===== config.mk =====
export PLATFORM = sky130hd
export DESIGN_NAME = hostport_dualbus
export DESIGN_NICKNAME = d
export VERILOG_FILES = /design/src/rtl/hp_pkg.sv /design/src/rtl/hp_sync.sv /design/src/rtl/hp_rstflt.sv /design/src/rtl/hp_strobe.sv /design/src/rtl/hp_xfer.sv /design/src/rtl/hostport_dualbus.sv
export SDC_FILE = /design/constraint.sdc
export NUM_CORES = 1
export LEC_CHECK = 0
export BUFFER_PORTS_ARGS = -buffer_cell sky130_fd_sc_hd__buf_2
export CORE_UTILIZATION = 53
export DETAILED_ROUTE_END_ITERATION = 8
export GPL_ROUTABILITY_DRIVEN = 0
export PLACE_DENSITY = 0.88
export RECOVER_POWER = 100
export SYNTH_ARGS = -nofsm -noshare
export SYNTH_HDL_FRONTEND = slang
export SYNTH_SLANG_ARGS = --single-unit
export TNS_END_PERCENT = 20

===== constraint.sdc =====
create_clock -name clk -period 2.2 [get_ports clk]
set_clock_uncertainty 0.05 [all_clocks]
set_input_delay 0.22 -clock clk [delete_from_list [all_inputs] [get_ports clk]]
set_output_delay 0.22 -clock clk [all_outputs]
set_load 0.02 [all_outputs]

===== src/rtl/hp_pkg.sv =====
package hp_pkg;
  localparam int HP_DW = 8;
  localparam int HP_NW = HP_DW / 2;
  localparam int HP_AW = HP_DW - 1;
  localparam logic [2:0] FNSET_TAG = 3'b001;

  function automatic logic fnset_hit(input logic [HP_DW-1:0] b);
    return b[HP_DW-1 -: 3] == FNSET_TAG;
  endfunction

  function automatic logic fnset_wide(input logic [HP_DW-1:0] b);
    return b[HP_NW];
  endfunction

  function automatic logic [HP_DW-1:0] status_word(input logic busy, input logic [HP_AW-1:0] addr);
    return {busy, addr};
  endfunction

  function automatic logic [HP_DW-1:0] nib_present(input logic [HP_DW-1:0] w, input logic lower);
    return lower ? {w[HP_NW-1:0], {HP_NW{1'b0}}} : {w[HP_DW-1:HP_NW], {HP_NW{1'b0}}};
  endfunction

  function automatic logic [HP_DW-1:0] nib_join(input logic [HP_NW-1:0] hi, input logic [HP_DW-1:0] bus);
    return {hi, bus[HP_DW-1:HP_NW]};
  endfunction
endpackage


===== src/rtl/hp_sync.sv =====
module hp_sync #(
  parameter int W = 1,
  parameter int STAGES = 2,
  parameter logic [W-1:0] RST_VAL = '0
) (
  input  logic         clk,
  input  logic         rst_n,
  input  logic [W-1:0] d,
  output logic [W-1:0] q
);
  logic [STAGES-1:0][W-1:0] st;

  always_ff @(posedge clk or negedge rst_n) begin
    if (!rst_n) st <= {STAGES{RST_VAL}};
    else        st <= {st[STAGES-2:0], d};
  end

  assign q = st[STAGES-1];
endmodule


===== src/rtl/hp_rstflt.sv =====
module hp_rstflt #(
  parameter int STAGES = 2,
  parameter int MIN_CYC = 50
) (
  input  logic clk,
  input  logic rst_n,
  input  logic ext_rst_n,
  output logic init_req
);
  localparam int CW = $clog2(MIN_CYC + 1);

  logic          ext_s;
  logic          ext_low;
  logic [CW-1:0] low_cnt;

  hp_sync #(.W(1), .STAGES(STAGES), .RST_VAL(1'b1)) u_sync (
    .clk(clk), .rst_n(rst_n), .d(ext_rst_n), .q(ext_s)
  );

  assign ext_low = !ext_s;

  always_ff @(posedge clk or negedge rst_n) begin
    if (!rst_n) begin
      low_cnt  <= '0;
      init_req <= 1'b0;
    end else begin
      init_req <= ext_low && (low_cnt == CW'(MIN_CYC - 1));
      if (!ext_low)                     low_cnt <= '0;
      else if (low_cnt != CW'(MIN_CYC)) low_cnt <= low_cnt + 1'b1;
    end
  end
endmodule


===== src/rtl/hp_strobe.sv =====
module hp_strobe
  import hp_pkg::*;
#(
  parameter int STAGES = 2
) (
  input  logic             clk,
  input  logic             rst_n,
  input  logic             strap_intel,
  input  logic             bus_rs,
  input  logic             bus_ctl_a,
  input  logic             bus_ctl_b,
  input  logic [HP_DW-1:0] bus_din,
  output logic             evt_wr,
  output logic             evt_rd_start,
  output logic             evt_rd_end,
  output logic             rd_act,
  output logic             ev_rs,
  output logic [HP_DW-1:0] ev_din
);
  localparam int PW = HP_DW + 3;

  logic [PW-1:0] pins_s;
  logic          a_s, b_s, a_q, b_q;
  logic          rd_act_q;
  logic [STAGES:0] arm_sh;
  logic          armed;
  logic          wr_edge, rd_lvl;

  hp_sync #(.W(PW), .STAGES(STAGES), .RST_VAL('0)) u_sync (
    .clk(clk), .rst_n(rst_n), .d({bus_rs, bus_ctl_a, bus_ctl_b, bus_din}), .q(pins_s)
  );

  assign ev_rs  = pins_s[PW-1];
  assign a_s    = pins_s[PW-2];
  assign b_s    = pins_s[PW-3];
  assign ev_din = pins_s[HP_DW-1:0];

  always_ff @(posedge clk or negedge rst_n) begin
    if (!rst_n) begin
      a_q      <= 1'b0;
      b_q      <= 1'b0;
      rd_act_q <= 1'b0;
      arm_sh   <= '0;
    end else begin
      a_q      <= a_s;
      b_q      <= b_s;
      rd_act_q <= rd_act;
      arm_sh   <= {arm_sh[STAGES-1:0], 1'b1};
    end
  end

  assign armed = arm_sh[STAGES];

  always_comb begin
    if (strap_intel) begin
      wr_edge = !a_q && a_s;
      rd_lvl  = !b_s;
    end else begin
      wr_edge = b_q && !b_s && !a_s;
      rd_lvl  = b_s && a_s;
    end
  end

  assign evt_wr       = armed && wr_edge;
  assign rd_act       = armed && rd_lvl;
  assign evt_rd_start = rd_act && !rd_act_q;
  assign evt_rd_end   = !rd_act && rd_act_q;
endmodule


===== src/rtl/hp_xfer.sv =====
module hp_xfer
  import hp_pkg::*;
(
  input  logic             clk,
  input  logic             rst_n,
  input  logic             init_req,
  input  logic             evt_wr,
  input  logic             evt_rd_start,
  input  logic             evt_rd_end,
  input  logic             rd_act,
  input  logic             ev_rs,
  input  logic [HP_DW-1:0] ev_din,
  input  logic             ctl_busy,
  input  logic [HP_AW-1:0] ctl_addr,
  input  logic [HP_DW-1:0] ctl_rdata,
  output logic             cmd_wr,
  output logic             dat_wr,
  output logic [HP_DW-1:0] wr_byte,
  output logic             rd_done,
  output logic             rd_rs,
  output logic [HP_DW-1:0] bus_dout,
  output logic             bus_oe,
  output logic             wide_mode,
  output logic             phase_lo
);
  logic [HP_NW-1:0] hi_hold;
  logic [HP_DW-1:0] snap;
  logic             full_hit;
  logic [HP_DW-1:0] full_byte;
  logic             wide_nxt;
  logic             phase_nxt;

  assign full_hit  = evt_wr && (wide_mode || phase_lo);
  assign full_byte = wide_mode ? ev_din : nib_join(hi_hold, ev_din);

  always_comb begin
    wide_nxt = wide_mode;
    if (full_hit && !ev_rs && fnset_hit(full_byte)) wide_nxt = fnset_wide(full_byte);
    phase_nxt = phase_lo;
    if (!wide_mode && (evt_wr || evt_rd_end)) phase_nxt = !phase_lo;
    if (wide_nxt != wide_mode) phase_nxt = 1'b0;
  end

  always_ff @(posedge clk or negedge rst_n) begin
    if (!rst_n) begin
      cmd_wr    <= 1'b0;
      dat_wr    <= 1'b0;
      wr_byte   <= '0;
      rd_done   <= 1'b0;
      rd_rs     <= 1'b0;
      bus_oe    <= 1'b0;
      wide_mode <= 1'b1;
      phase_lo  <= 1'b0;
      hi_hold   <= '0;
      snap      <= '0;
    end else begin
      cmd_wr  <= 1'b0;
      dat_wr  <= 1'b0;
      rd_done <= 1'b0;
      bus_oe  <= rd_act;
      if (init_req) begin
        wide_mode <= 1'b1;
        phase_lo  <= 1'b0;
      end else begin
        wide_mode <= wide_nxt;
        phase_lo  <= phase_nxt;
        if (evt_wr && !wide_mode && !phase_lo) hi_hold <= ev_din[HP_DW-1:HP_NW];
        if (full_hit) begin
          cmd_wr  <= !ev_rs;
          dat_wr  <= ev_rs;
          wr_byte <= full_byte;
        end
        if (evt_rd_start && (wide_mode || !phase_lo))
          snap <= ev_rs ? ctl_rdata : status_word(ctl_busy, ctl_addr);
        if (evt_rd_end && (wide_mode || phase_lo)) begin
          rd_done <= 1'b1;
          rd_rs   <= ev_rs;
        end
      end
    end
  end

  assign bus_dout = !bus_oe ? '0 : (wide_mode ? snap : nib_present(snap, phase_lo));
endmodule


===== src/rtl/hostport_dualbus.sv =====
module hostport_dualbus
  import hp_pkg::*;
#(
  parameter int SYNC_STAGES = 2,
  parameter int RST_MIN_CYC = 50
) (
  input  logic             clk,
  input  logic             rst_n,
  input  logic             ext_rst_n,
  input  logic             strap_intel,
  input  logic             bus_rs,
  input  logic             bus_ctl_a,
  input  logic             bus_ctl_b,
  input  logic [HP_DW-1:0] bus_din,
  output logic [HP_DW-1:0] bus_dout,
  output logic             bus_oe,
  input  logic             ctl_busy,
  input  logic [HP_AW-1:0] ctl_addr,
  input  logic [HP_DW-1:0] ctl_rdata,
  output logic             cmd_wr,
  output logic             dat_wr,
  output logic [HP_DW-1:0] wr_byte,
  output logic             rd_done,
  output logic             rd_rs,
  output logic             init_req,
  output logic             wide_mode
);
  logic             evt_wr;
  logic             evt_rd_start;
  logic             evt_rd_end;
  logic             rd_act;
  logic             ev_rs;
  logic [HP_DW-1:0] ev_din;
  logic             phase_lo;

  hp_rstflt #(.STAGES(SYNC_STAGES), .MIN_CYC(RST_MIN_CYC)) u_rf (
    .clk(clk), .rst_n(rst_n), .ext_rst_n(ext_rst_n), .init_req(init_req)
  );

  hp_strobe #(.STAGES(SYNC_STAGES)) u_st (
    .clk(clk), .rst_n(rst_n), .strap_intel(strap_intel),
    .bus_rs(bus_rs), .bus_ctl_a(bus_ctl_a), .bus_ctl_b(bus_ctl_b), .bus_din(bus_din),
    .evt_wr(evt_wr), .evt_rd_start(evt_rd_start), .evt_rd_end(evt_rd_end),
    .rd_act(rd_act), .ev_rs(ev_rs), .ev_din(ev_din)
  );

  hp_xfer u_xf (
    .clk(clk), .rst_n(rst_n), .init_req(init_req),
    .evt_wr(evt_wr), .evt_rd_start(evt_rd_start), .evt_rd_end(evt_rd_end),
    .rd_act(rd_act), .ev_rs(ev_rs), .ev_din(ev_din),
    .ctl_busy(ctl_busy), .ctl_addr(ctl_addr), .ctl_rdata(ctl_rdata),
    .cmd_wr(cmd_wr), .dat_wr(dat_wr), .wr_byte(wr_byte),
    .rd_done(rd_done), .rd_rs(rd_rs), .bus_dout(bus_dout), .bus_oe(bus_oe),
    .wide_mode(wide_mode), .phase_lo(phase_lo)
  );
endmodule


==> impl_metrics.json <==
{
  "status": "complete, no violations",
  "area_growth_pct": 24.9,
  "die_h_um": 70.4,
  "critPathMostFrequentCell": "buf_4",
  "first_pass_iters": 4,
  "synthAdderAreaFrac_pct": 1.51,
  "drt-total-wl_mm": 4.65,
  "worstSetupPathType": "flip-flop to primary output",
  "p_leak_nw": 1.47,
  "synth-edff-count": 0,
  "dieWidth_um": 70.4,
  "final_common_cell": "dfrtp_1",
  "min_path_type": "primary input to flip-flop",
  "synth.top_cell.area_share_pct": 60.6,
  "setup_viol": 0,
  "antenna_found_initial": 0,
  "dp_hpwl_mm": 3.11,
  "clk_path_buf_depth": 2,
  "drv_cap": 0,
  "core_area_mm2": 0.00441,
  "final_cell_mix": "dfrtp_1, buf_2, clkbuf_1",
  "grt_first_pass_wirelength_mm": 7.96,
  "synth_top_family_by_area": "simple AND/OR/NAND/NOR gates",
  "synth-compound-area-share_pct": 7.67,
  "grt_use_total_pct": 21.3,
  "antenna_cells": 0,
  "vias_per_cell": 5.22,
  "cts_buffers": 9,
  "crit_path_cell_trace": "buf_4 -> buf_4 -> and3_1 -> clkbuf_1",
  "tightest_slew_ns": 0.782,
  "cts-htree-levels": 3,
  "cp.depth": 4,
  "grt_pass1_vias": 1787,
  "drc": 0,
  "synth_xor_area_share_pct": 1.06,
  "crit_required_ns": 1.93,
  "ir_worst_vdd_mv": 0.559,
  "wl_met1_mm": 2.02,
  "slowest_delay_ns": 0.63,
  "start_util_pct": 56.2,
  "numPortBuffers": 53,
  "die_area_mm2": 0.00495,
  "cts.reportedPaths.clkPinSlew_ns": 0.07,
  "finalNetCount": 307,
  "avgSynthCellArea_um2": 12.5,
  "cp.arrival_ns": 1.79,
  "met2_length_mm": 2.35,
  "ys_ff_latch": 63,
  "synth_area_leader_cell": "dfrtp_1",
  "synthCells": 198,
  "slew_violations": 0,
  "post_route_cells_drive_above_1_share_pct": 21.9,
  "synth-async-reset-ratio_pct": 100,
  "hold_viol": 0,
  "crit_fanout": 12,
  "grt_max_degree": 33,
  "syn-cell-area_mm2": 0.00248,
  "power_density_mw_per_mm2": 1050,
  "vias": 1722,
  "cts_tree": "done",
  "finalPower_mw": 3.26,
  "yosys-mux-area-fraction_pct": 10.1,
  "relSlewSlack_pct": 47.8,
  "finalCritPeriodShare_pct": 93.8,
  "synthFlopType": "dfrtp_1",
  "top_layer": "met4",
  "fin_crit_ns": 2.06,
  "crit_path_start_kind": "flip-flop",
  "crit_slowest_cell": "dfstp_1",
  "synth_nets": 232,
  "worstSetupEndpointType": "primary output",
  "placementRows": 24,
  "boundaryPins": 54,
  "reg2reg_depth": 4,
  "ys_types": 41,
  "drt_iter0_drc": 84,
  "crit_buf_inv": 3,
  "yosysWarnings": 0,
  "wl_per_cell_um": 14.1,
  "clock_latency_ns": 0.33,
  "fillers": 329,
  "synthTopCellsByArea": "dfrtp_1, mux2i_1, o21ai_0, dfstp_2, nand2_1",
  "post_cts_buffers": 0,
  "max_freq_mhz": 485,
  "clkSinkCount": 63,
  "rsz0062_at_grt": "false",
  "dr_wl_met3_um": 252,
  "crit_family": "buffers and inverters",
  "tns_ns": 0,
  "ys_seq_area_share_pct": 63.8,
  "clock-root-buffer": "clkbuf_8",
  "worstHoldPathCells": 3,
  "synth-simple-area-share_pct": 13.6,
  "overflow": 0,
  "ant_nets": 0
}
## cells in the mapped netlist, drive strengths merged (2+ instances only)
cell type,n
dfrtp,60
o21ai,20
nand2,19
mux2i,18
nor2,10
nor2b,7
and3,6
clkbuf,5
inv,5
mux2,5
nand3,4
a21oi,3
buf,3
dfstp,3
ha,3
and2,2
and3b,2
nand3b,2
nand4b,2
nor4b,2
xor2,2
## cell families after synthesis
kind of cell,after synthesis
other,1
buffers and inverters,13
flip-flops,63
adder cells (fa/ha/maj),3
XOR/XNOR,3
multiplexers,23
AO/OA/AOI/OAI,31
AND/OR/NAND/NOR,61
## sequential cells by signal, summed over array words and instances (netlist names), 3 cells and up
| name | flops |
|---|---|
| u_xf.hi_hold | 4 |
| u_st.u_sync.st | 11 |
| u_rf.low_cnt | 6 |
| u_xf.snap | 8 |
| u_st.arm_sh | 3 |
| u_st.u_sync.q | 11 |
| u_xf.wr_byte | 8 |
## final timing paths
kind / end / from / slack [ns]
setup / recovery: bus_dout[1] / u_xf.wide_mode / 0.14
hold / removal: u_xf.snap[7] / ctl_busy / 0.13
setup reg to reg: u_xf.hi_hold[2] / u_st.u_sync.q[8] / 0.18
hold reg to reg: u_st.u_sync.q[6] / u_st.u_sync.st[6] / 0.30
max in group asynchronous: u_xf.snap[2] / rst_n / 0.52
min in group asynchronous: u_st.u_sync.st[9] / rst_n / 0.44
## final cells by class
cell class	instances	area, um^2	area share, %
clock buffer	13	149	4.81
clock inverter	3	42.5	1.37
inverter	5	18.8	0.606
multi-input combinational	122	833	26.9
sequential	63	1580	51.0
tap	52	65.1	2.10
timing repair buffer	72	408	13.2
## stage by stage
step                cells  cell area (um^2)  hold slack (ns)  setup WS, ns  utilization (%)
global placement      301              2820            0.237         0.323             63.9
floorplan             198              2480           -0.126         0.387                -
CTS                   330              3140           0.0978        0.0106             71.2
finish                330              3100            0.126         0.136             70.2
global route          330              3100            0.138        0.0504             70.2
detailed placement    301              2820            0.244         0.247             63.9
## routing by layer
layer | GRT usage, % | vias to the layer above
met5 | 0 | -
li1 | - | 833
met4 | 8.89 | 0
met2 | 34.7 | 52
met1 | 25.6 | 832
met3 | 7.65 | 5
## repair_timing
| action | in CTS | in global routing |
|---|---|---|
| hold endpoints to repair | 39 | 0 |
| hold buffers | 13 | 0 |
| gates resized for setup | 0 | 1 |
| endpoints found under the setup margin | 0 | 4 |
## where the power goes
group	switching, mW	leakage (nW)	internal, mW
Combinational	0.420	0.604	0.313
Clock	0.406	0.0936	0.554
Sequential	0.162	0.770	1.40
Total	0.989	1.47	2.27
## worst register-to-register path, stage by stage, from the launching register on
cell	delay [ns]
dfrtp_1	0.41
nor4b_2	0.41
o21ai_2	0.12
or4_1	0.54
mux2_1	0.37
No activity file was read; power rests on OpenSTA's default activity.
